--- src/rtl/l1_act_pkg.sv ---
package l1_act_pkg;

  typedef enum logic [3:0] {
    ST_RST     = 4'd0,
    ST_F3_PDN  = 4'd1,
    ST_F3_PUP  = 4'd2,
    ST_F3_PEND = 4'd3,
    ST_F4      = 4'd4,
    ST_F5      = 4'd5,
    ST_F6      = 4'd6,
    ST_F7      = 4'd7,
    ST_F8      = 4'd8
  } l1_state_e;

  localparam int unsigned CODE_W = 4;

  // indication nibbles from layer 1
  localparam logic [CODE_W-1:0] IND_DR  = 4'h0;
  localparam logic [CODE_W-1:0] IND_RES = 4'h1;
  localparam logic [CODE_W-1:0] IND_RSY = 4'h4;
  localparam logic [CODE_W-1:0] IND_DR6 = 4'h5;
  localparam logic [CODE_W-1:0] IND_EI  = 4'h6;
  localparam logic [CODE_W-1:0] IND_PU  = 4'h7;
  localparam logic [CODE_W-1:0] IND_AR  = 4'h8;
  localparam logic [CODE_W-1:0] IND_AI8 = 4'hC;
  localparam logic [CODE_W-1:0] IND_DC  = 4'hF;

  // command nibbles toward layer 1
  localparam logic [CODE_W-1:0] CMD_AR8 = 4'h8;
  localparam logic [CODE_W-1:0] CMD_DI  = 4'hF;

endpackage

--- src/rtl/l1_act_timer.sv ---
module l1_act_timer #(
  parameter int unsigned TMR_CYCLES = 1000000
) (
  input  logic clk,
  input  logic rst_n,
  input  logic start_i,
  input  logic cancel_i,
  output logic expire_o
);

  localparam int unsigned CW = (TMR_CYCLES > 1) ? $clog2(TMR_CYCLES) : 1;
  localparam logic [CW-1:0] LOAD = CW'(TMR_CYCLES - 1);

  logic          run_q, run_d;
  logic [CW-1:0] cnt_q, cnt_d;
  logic          cnt_en;

  always_comb begin
    expire_o = run_q && (cnt_q == '0);
    run_d    = run_q;
    cnt_d    = cnt_q;
    cnt_en   = 1'b0;
    if (cancel_i) begin
      run_d = 1'b0;
    end else if (start_i) begin
      run_d  = 1'b1;
      cnt_d  = LOAD;
      cnt_en = 1'b1;
    end else if (run_q) begin
      if (cnt_q == '0) begin
        run_d = 1'b0;
      end else begin
        cnt_d  = cnt_q - 1'b1;
        cnt_en = 1'b1;
      end
    end
  end

  always_ff @(posedge clk or negedge rst_n) begin
    if (!rst_n) begin
      run_q <= 1'b0;
      cnt_q <= '0;
    end else begin
      run_q <= run_d;
      if (cnt_en) cnt_q <= cnt_d;
    end
  end

  // the count never leaves the loaded window
  assert_cnt_window_R8: assert property (@(posedge clk) disable iff (!rst_n)
    run_q |-> (cnt_q <= LOAD));

  // one start gives a single expiry pulse
  assert_single_fire_R8: assert property (@(posedge clk) disable iff (!rst_n)
    (expire_o && !start_i) |=> !expire_o);

endmodule

--- src/rtl/l1_act_fsm.sv ---
module l1_act_fsm
  import l1_act_pkg::*;
(
  input  logic              clk,
  input  logic              rst_n,
  input  logic              ind_valid,
  input  logic [CODE_W-1:0] ind_code,
  input  logic              act_req,
  input  logic              tmr_expire,
  output logic              tmr_start,
  output logic              tmr_cancel,
  output logic              cmd_valid,
  output logic [CODE_W-1:0] cmd_code,
  output logic              act_ind,
  output logic              deact_ind,
  output logic              link_active
);

  l1_state_e         state_q, state_d;
  logic              cv_d, ai_d, di_d;
  logic [CODE_W-1:0] cc_d;

  always_comb begin
    state_d    = state_q;
    cv_d       = 1'b0;
    cc_d       = '0;
    ai_d       = 1'b0;
    di_d       = 1'b0;
    tmr_start  = 1'b0;
    tmr_cancel = 1'b0;
    if (ind_valid) begin
      case (ind_code)
        IND_RES, IND_EI: begin
          state_d = ST_RST;
          cv_d    = 1'b1;
          cc_d    = CMD_DI;
          di_d    = (state_q == ST_F7);
        end
        IND_AI8: begin
          if (state_q != ST_F7 && state_q != ST_F3_PUP) begin
            state_d    = ST_F7;
            tmr_cancel = 1'b1;
            cv_d       = 1'b1;
            cc_d       = CMD_AR8;
            ai_d       = 1'b1;
          end
        end
        IND_DC: begin
          if (state_q inside {ST_RST, ST_F3_PEND, ST_F4, ST_F5, ST_F6, ST_F8})
            state_d = ST_F3_PDN;
        end
        IND_AR: begin
          if (state_q inside {ST_RST, ST_F3_PDN, ST_F3_PEND, ST_F5, ST_F8}) begin
            state_d = ST_F6;
          end else if (state_q == ST_F7) begin
            state_d = ST_F6;
            di_d    = 1'b1;
          end
        end
        IND_RSY: begin
          if (state_q inside {ST_F3_PDN, ST_F3_PEND, ST_F4}) begin
            state_d = ST_F5;
          end else if (state_q == ST_F6) begin
            state_d = ST_F8;
          end else if (state_q == ST_F7) begin
            state_d = ST_F8;
            di_d    = 1'b1;
          end
        end
        IND_PU: begin
          if (state_q == ST_F3_PDN) state_d = ST_F4;
        end
        IND_DR: begin
          if (state_q inside {ST_F5, ST_F8, ST_F7}) begin
            state_d = ST_F3_PEND;
            cv_d    = 1'b1;
            cc_d    = CMD_DI;
            di_d    = (state_q == ST_F7);
          end
        end
        IND_DR6: begin
          if (state_q == ST_F6) begin
            state_d = ST_F3_PEND;
            cv_d    = 1'b1;
            cc_d    = CMD_DI;
          end
        end
        default: ;
      endcase
    end else if (tmr_expire) begin
      if (state_q inside {ST_F3_PDN, ST_F4, ST_F5, ST_F6, ST_F8}) begin
        cv_d = 1'b1;
        cc_d = CMD_DI;
        di_d = 1'b1;
      end
    end else if (act_req && state_q == ST_F3_PDN) begin
      tmr_start = 1'b1;
      cv_d      = 1'b1;
      cc_d      = CMD_AR8;
    end
  end

  always_ff @(posedge clk or negedge rst_n) begin
    if (!rst_n) begin
      state_q   <= ST_RST;
      cmd_valid <= 1'b0;
      cmd_code  <= '0;
      act_ind   <= 1'b0;
      deact_ind <= 1'b0;
    end else begin
      state_q   <= state_d;
      cmd_valid <= cv_d;
      cmd_code  <= cc_d;
      act_ind   <= ai_d;
      deact_ind <= di_d;
    end
  end

  assign link_active = (state_q == ST_F7);

  assert_ai_with_link_R3: assert property (@(posedge clk) disable iff (!rst_n)
    act_ind |-> link_active);

  assert_link_rise_R3: assert property (@(posedge clk) disable iff (!rst_n)
    $rose(link_active) |-> (act_ind && cmd_valid && cmd_code == CMD_AR8));

  assert_link_fall_R7: assert property (@(posedge clk) disable iff (!rst_n)
    $fell(link_active) |-> deact_ind);

  assert_ind_exclusive_R11: assert property (@(posedge clk) disable iff (!rst_n)
    !(act_ind && deact_ind));

  assert_cmd_legal_R11: assert property (@(posedge clk) disable iff (!rst_n)
    cmd_valid |-> (cmd_code == CMD_DI || cmd_code == CMD_AR8));

  assert_quiet_idle_R9: assert property (@(posedge clk) disable iff (!rst_n)
    (!ind_valid && !tmr_expire && !act_req) |=> (!cmd_valid && $stable(state_q)));

endmodule

--- src/rtl/l1_act_ctrl.sv ---
module l1_act_ctrl
  import l1_act_pkg::*;
#(
  parameter int unsigned TMR_CYCLES = 1000000
) (
  input  logic       clk,
  input  logic       rst_n,
  input  logic       ind_valid,
  input  logic [3:0] ind_code,
  input  logic       act_req,
  input  logic       deact_req,
  output logic       cmd_valid,
  output logic [3:0] cmd_code,
  output logic       act_ind,
  output logic       deact_ind,
  output logic       link_active
);

  logic tmr_start, tmr_cancel, tmr_expire;
  logic deact_req_unused;

  // deactivation is driven by the line only; the request has no effect
  assign deact_req_unused = deact_req;

  l1_act_timer #(
    .TMR_CYCLES(TMR_CYCLES)
  ) u_timer (
    .clk      (clk),
    .rst_n    (rst_n),
    .start_i  (tmr_start),
    .cancel_i (tmr_cancel),
    .expire_o (tmr_expire)
  );

  l1_act_fsm u_fsm (
    .clk         (clk),
    .rst_n       (rst_n),
    .ind_valid   (ind_valid),
    .ind_code    (ind_code),
    .act_req     (act_req),
    .tmr_expire  (tmr_expire),
    .tmr_start   (tmr_start),
    .tmr_cancel  (tmr_cancel),
    .cmd_valid   (cmd_valid),
    .cmd_code    (cmd_code),
    .act_ind     (act_ind),
    .deact_ind   (deact_ind),
    .link_active (link_active)
  );

endmodule

--- config.mk ---
export PLATFORM = sky130hd
export DESIGN_NAME = l1_act_ctrl
export DESIGN_NICKNAME = d
export VERILOG_FILES = /design/src/rtl/l1_act_pkg.sv /design/src/rtl/l1_act_timer.sv /design/src/rtl/l1_act_fsm.sv /design/src/rtl/l1_act_ctrl.sv
export SDC_FILE = /design/constraint.sdc
export NUM_CORES = 1
export LEC_CHECK = 0
export ABC_AREA = 1
export BUFFER_PORTS_ARGS = -buffer_cell sky130_fd_sc_hd__buf_2
export CORE_MARGIN = 4
export CORE_UTILIZATION = 40
export CTS_BUF_LIST = sky130_fd_sc_hd__clkbuf_8
export DETAILED_ROUTE_END_ITERATION = 12
export GPL_TIMING_DRIVEN = 0
export MAX_ROUTING_LAYER = met4
export PLACE_DENSITY = 0.58
export SLEW_MARGIN = 20
export SYNTH_ARGS = -nofsm -noshare
export SYNTH_HDL_FRONTEND = slang
export SYNTH_SLANG_ARGS = --single-unit
--- constraint.sdc ---
create_clock -name clk -period 1.7 [get_ports clk]
set_input_delay 0.085 -clock clk [delete_from_list [all_inputs] [get_ports clk]]
set_output_delay 0.085 -clock clk [all_outputs]
set_load 0.005 [all_outputs]
# After elaboration in Yosys (flattened, before gate mapping)

Index checks and enable logic that the tools add are counted.

Add/subtract/negate cells: 1
Equality and inequality tests: 25
Reduce and logical (&&, ||, !) cells: 16
Bitwise logic cells: 1
Muxes and demuxes: 46

Operator list:

| kind                    | count |
|---|---|
| $mux W4                 | 17 |
| $mux W20                | 3 |
| $eq A4 B3 Y1 const B    | 8 |
| $pmux W4 S8             | 1 |
| $mux W1                 | 22 |
| $logic_not A20 Y1       | 1 |
| $sub A20 B1 Y20 const B | 1 |
| $eq A4 B4 Y1 const B    | 4 |
| $pmux W4 S4             | 1 |
| $ne A2 B1 Y1 const B    | 5 |
| $reduce_bool A5 Y1      | 2 |
| $reduce_and A9 Y1       | 1 |
| $eq A4 B1 Y1 const B    | 2 |
| $logic_not A4 Y1        | 2 |
| $ne A4 B2 Y1 const B    | 2 |
| $pmux W1 S4             | 2 |
| $reduce_bool A8 Y1      | 1 |
| $reduce_bool A3 Y1      | 2 |
| $reduce_bool A6 Y1      | 1 |
| $eq A4 B2 Y1 const B    | 1 |
| $ne A4 B3 Y1 const B    | 1 |
| $reduce_and A4 Y1       | 1 |
| $logic_and A1 B1 Y1     | 3 |
| $ne A3 B2 Y1 const B    | 1 |
| 4 further kinds         | 4 |

Output and inout port bits: 8
Input port bits: 9
Logic and storage cells: 96
Register bits: 32

# Longest topological paths before layout

Word-level depth: 8
Depth in mapped cells: 11
Depth with buffers taken out: 11

# Hierarchy

A second synthesis with hierarchy kept.

Cells, all modules: 355
Area total of the unflattened synthesis: 2,269.7 um^2

Modules (own cells, without submodules):

| module       | seq. area each (um^2) | instances | cells an instance | area an instance (um^2) |
|---|---|---|---|---|
| l1_act_timer | 525.5                 | 1         | 235               | 1,515.2 |
| l1_act_fsm   | 200.2                 | 1         | 120               | 754.5 |

# Least setup slack after synthesis

Ideal clock, no wire load.

Path kind: register -> register
From: register u_timer.cnt_q[0]
To: register u_timer.cnt_q[3]
Buffers on the path: 1
Stages on the path, launching flop included: 12
Arrival time: 1,584 ps
Data required time: 1,580 ps
Slack: -4 ps
Clock period less this slack: 1,704 ps
Setup time: 120 ps
Path through: dfrtp_1 > inv_1 > ha_1 > nand2_4 > nor2_4 > nand3_2 > clkinv_1 > nor2_8 > inv_6 > buf_6 > nand2_1 > nand2_1

Cells in the longest elaborated chain, start to end: 7
Elaborated cells between the ends (all ways): 15
Classes of those cells: add/sub: 1; eq/ne: 1; mux: 9; reduce/logical: 4

RTL lines:

| item                                                    | line               | text |
|---|---|---|
| from (decl)                                             | l1_act_timer.sv:15 | `logic [CW-1:0] cnt_q, cnt_d;` |
| from (signal assigned)                                  | l1_act_timer.sv:45 | `if (cnt_en) cnt_q <= cnt_d;` |
| branches (longest 7 deep; another with $sub A20 B1 Y20) | --                 |  |

Parallel ways; which one is timed is not known. The select of a mux whose other input is x is not followed.
A chain may end at the register's enable or synchronous reset.

# Final worst setup path

From: register u_timer.cnt_q[0]
To: register u_timer.cnt_q[5]

Same word-level chain as after synthesis.

==> flow_summary.toml <==
[sta]
setup_viol = 0
min_period_over_period_pct = 93.8
timing.setup.tns_ps = 0
worstMarginPinSlew_ps = 657
whs_ps = 100
fin_worst_skew_ps = 6.89
final.min_clock_period_ps = 1590
fmax_mhz = 627
slew_viol_final = 0
hold_viol_final = 0
relSlewSlack_pct = 56.2

[critical_path]
crit_start = "u_timer.cnt_q[0]"
path_max_fanout = 10
crit_chain = "inv_2 > ha_4 > nand2_4 > nor2_4 > nand3_4 > clkinvlp_4 > nor2_8 > inv_6 > buf_6 > nand2_1 > nand2_1"
required_ps = 1860
slowest_delay_ps = 360
end_kind = "flip-flop"
r2r_start = "u_timer.cnt_q[0]"
reg2reg_depth = 11
critPathBufInv = 4
path_delay_family = "simple AND/OR/NAND/NOR gates"
slowest_stage = "dfrtp_1"
crit_path_frequent_cell = "nand2_1"
startpoint_type = "flip-flop"
critical_path_class = "flip-flop to flip-flop"
rr_endpoint = "u_timer.cnt_q[5]"
worstPathArrival_ps = 1760
reg2reg_slack_ps = 110

[global_routing]
grt_pass1_vias = 1894
grt_max_degree = 30
antenna_found_initial = 0
grt_overflow_total = 0
grt_pass1_wl_um = 8940
track_usage_pct = 18.0

[clock_network]
clock-root-buffer = "clkbuf_8"
cts_max_level = 2
clk_pin_slew_worst_paths_ps = 70
cts_buffers = 5
tritoncts = "built"
insertion_delay_ps = 280
clockBufferDepth = 2
clock-sinks = 29

[synth]
syn-num-nets = 336
synthArstFlopShare_pct = 100
yosys.area_share.adder_pct = 0.588
yosys.area_share.simple_pct = 44.8
ys_types = 29
synth_common_cells = "nand2_1, nor2_1, dfrtp_1"
synth_top_area_share_pct = 34.1
synth_compound_area_share_pct = 5.64
synth_xor_xnor_area_share_pct = 6.17
synth.area.top_cells = "dfrtp_1, nand2_1, nor2_1, nand3_1, inv_1"
synth_cells = 326
ys_seq_elements = 29
ys.flop_type = "dfrtp_1"
synth.largest_area_cell = "dfrtp_1"
synth_top_family_by_area = "simple AND/OR/NAND/NOR gates"
yosysWarnings = 0
syn_area_mm2 = 0.00213
synth_mux_area_share_pct = 0
yosysMostFrequentCell = "nand2_1"
postSynthAreaPerCell_um2 = 6.53
seq_area_frac_synth_pct = 34.1
synth_edf_count = 0

[route]
dr.pass1.iters = 4
via_per_inst = 4.78
drc_errors = 0
drt_iter0_markers = 111
wl_um = 5200
ant_nets = 0
wire_per_inst_um = 12.0
route.vias.total = 2067

[min_path]
min_path_type = "input pin to flip-flop"
min_delay_path_depth = 3
hold_path_end = "u_fsm.cmd_code[2]"
min_from = "ind_valid"

[placement]
place_congestion = 0.892
port-buffer-count = 15
place_area_mm2 = 0.00229
dp_hpwl_um = 3800

[layout]
fillerInstances = 559
multiInputGateArea_mm2 = 0.00129
final_util_pct = 49.7
design_area_mm2 = 0.00255
area_delta_synth_final_pct = 20.0
antenna_cells = 0
finalNetCount = 371
seqCellArea_um2 = 733
drive_gt1_share_pct = 22.4

[power]
totalPowerFinal_mw = 3.79
p_leak_nw = 1.40
ir_worst_vdd_uv = 499
power_density_mw_per_mm2 = 1480

[floorplan]
core-area_mm2 = 0.00514
io_pins = 17
die_w_um = 80.9
fp-row-count = 26
initial_utilization_pct = 41.4
die_h_um = 80.9
die-area_mm2 = 0.00655

[run]
drv_cap = 0

[run_status]
outcome = "finished clean"
## layout make-up
| cell class | instances | area share [%] |
|---|---|---|
| Buffer | 7 | 2.64 |
| Clock buffer | 5 | 2.69 |
| Clock inverter | 3 | 0.539 |
| Inverter | 30 | 4.75 |
| Multi-Input combinational cell | 260 | 50.4 |
| Sequential cell | 29 | 28.7 |
| Tap cell | 70 | 3.43 |
| Timing Repair Buffer | 28 | 6.86 |
## cells by family (layout without fill, tap and decap cells)
| group | count (synthesis) | count (layout) |
|---|---|---|
| compound gates | 22 | 22 |
| simple gates | 222 | 222 |
| flops | 29 | 29 |
| buf+inv | 37 | 73 |
| fa+ha+maj | 1 | 1 |
| xor+xnor | 15 | 15 |
## cells in the final DEF, fill, tap and decap left out, types with 2 or more instances in the layout
| master | n |
|---|---|
| inv_1 | 22 |
| nand3_1 | 21 |
| dfrtp_1 | 23 |
| inv_2 | 7 |
| xor2_1 | 9 |
| nand2_4 | 2 |
| nand2_2 | 4 |
| nand4_1 | 5 |
| o21ai_2 | 3 |
| nor2_1 | 53 |
| o21ai_0 | 4 |
| buf_4 | 15 |
| a21oi_1 | 3 |
| nand2_1 | 120 |
| clkinv_2 | 2 |
| buf_2 | 15 |
| xnor2_1 | 6 |
| nor2_2 | 5 |
| dfrtp_2 | 6 |
| buf_6 | 4 |
| o21ai_1 | 9 |
| clkbuf_8 | 5 |
| nor2_4 | 7 |
## worst reg2reg max path, delay by kind of cell, from the launching register on
family,cells,cell delay (ps)
fa+ha+maj,1,170
buf+inv,4,400
simple gates,6,560
flops,1,360
## sequential cells by signal (all words and copies together) (netlist names)
register         cells
u_fsm.act_ind        1
u_fsm.cmd_code       2
u_fsm.deact_ind      1
u_fsm.state_q        4
u_timer.cnt_q       20
u_timer.run_q        1
## repair_timing
action,CTS,global route
endpoints found under the hold margin,29,0
endpoints found under the setup margin,24,25
hold buffers,1,0
pin swaps,1,6
resized for setup,3,24
buffers inserted,2,10
## metal layers
metal  vias to the layer above  GRT usage (%)  wire length, µm
li1                       1089              -                -
met1                       914           25.9             2680
met2                        55           25.6             2180
met3                         9           3.44              271
met4                         0           4.90               74
met5                         -              -                0
## where the power goes
| part | leakage [nW] | total (mW) | internal (mW) | switching [mW] |
|---|---|---|---|---|
| clock network | 0.0491 | 0.542 | 0.277 | 0.265 |
| logic | 0.979 | 2.06 | 0.826 | 1.23 |
| registers | 0.368 | 1.19 | 0.927 | 0.265 |
| total | 1.40 | 3.79 | 2.03 | 1.76 |
## how the worst max path moves through the flow
stage,end,cells past startpoint
floorplan,u_timer.cnt_q[14],10
global placement,u_timer.cnt_q[14],10
detailed placement,u_timer.cnt_q[9],10
CTS,u_timer.cnt_q[15],11
global route,u_timer.cnt_q[13],11
finish,u_timer.cnt_q[5],11
## per-stage QoR
step	cells	setup WS, ps
after floorplan	326	3.39
after global placement	411	-331
after detailed placement	411	-350
after CTS	422	0.654
after global routing	432	-11.5
final	432	105
No activity file was read; power rests on OpenSTA's default activity.
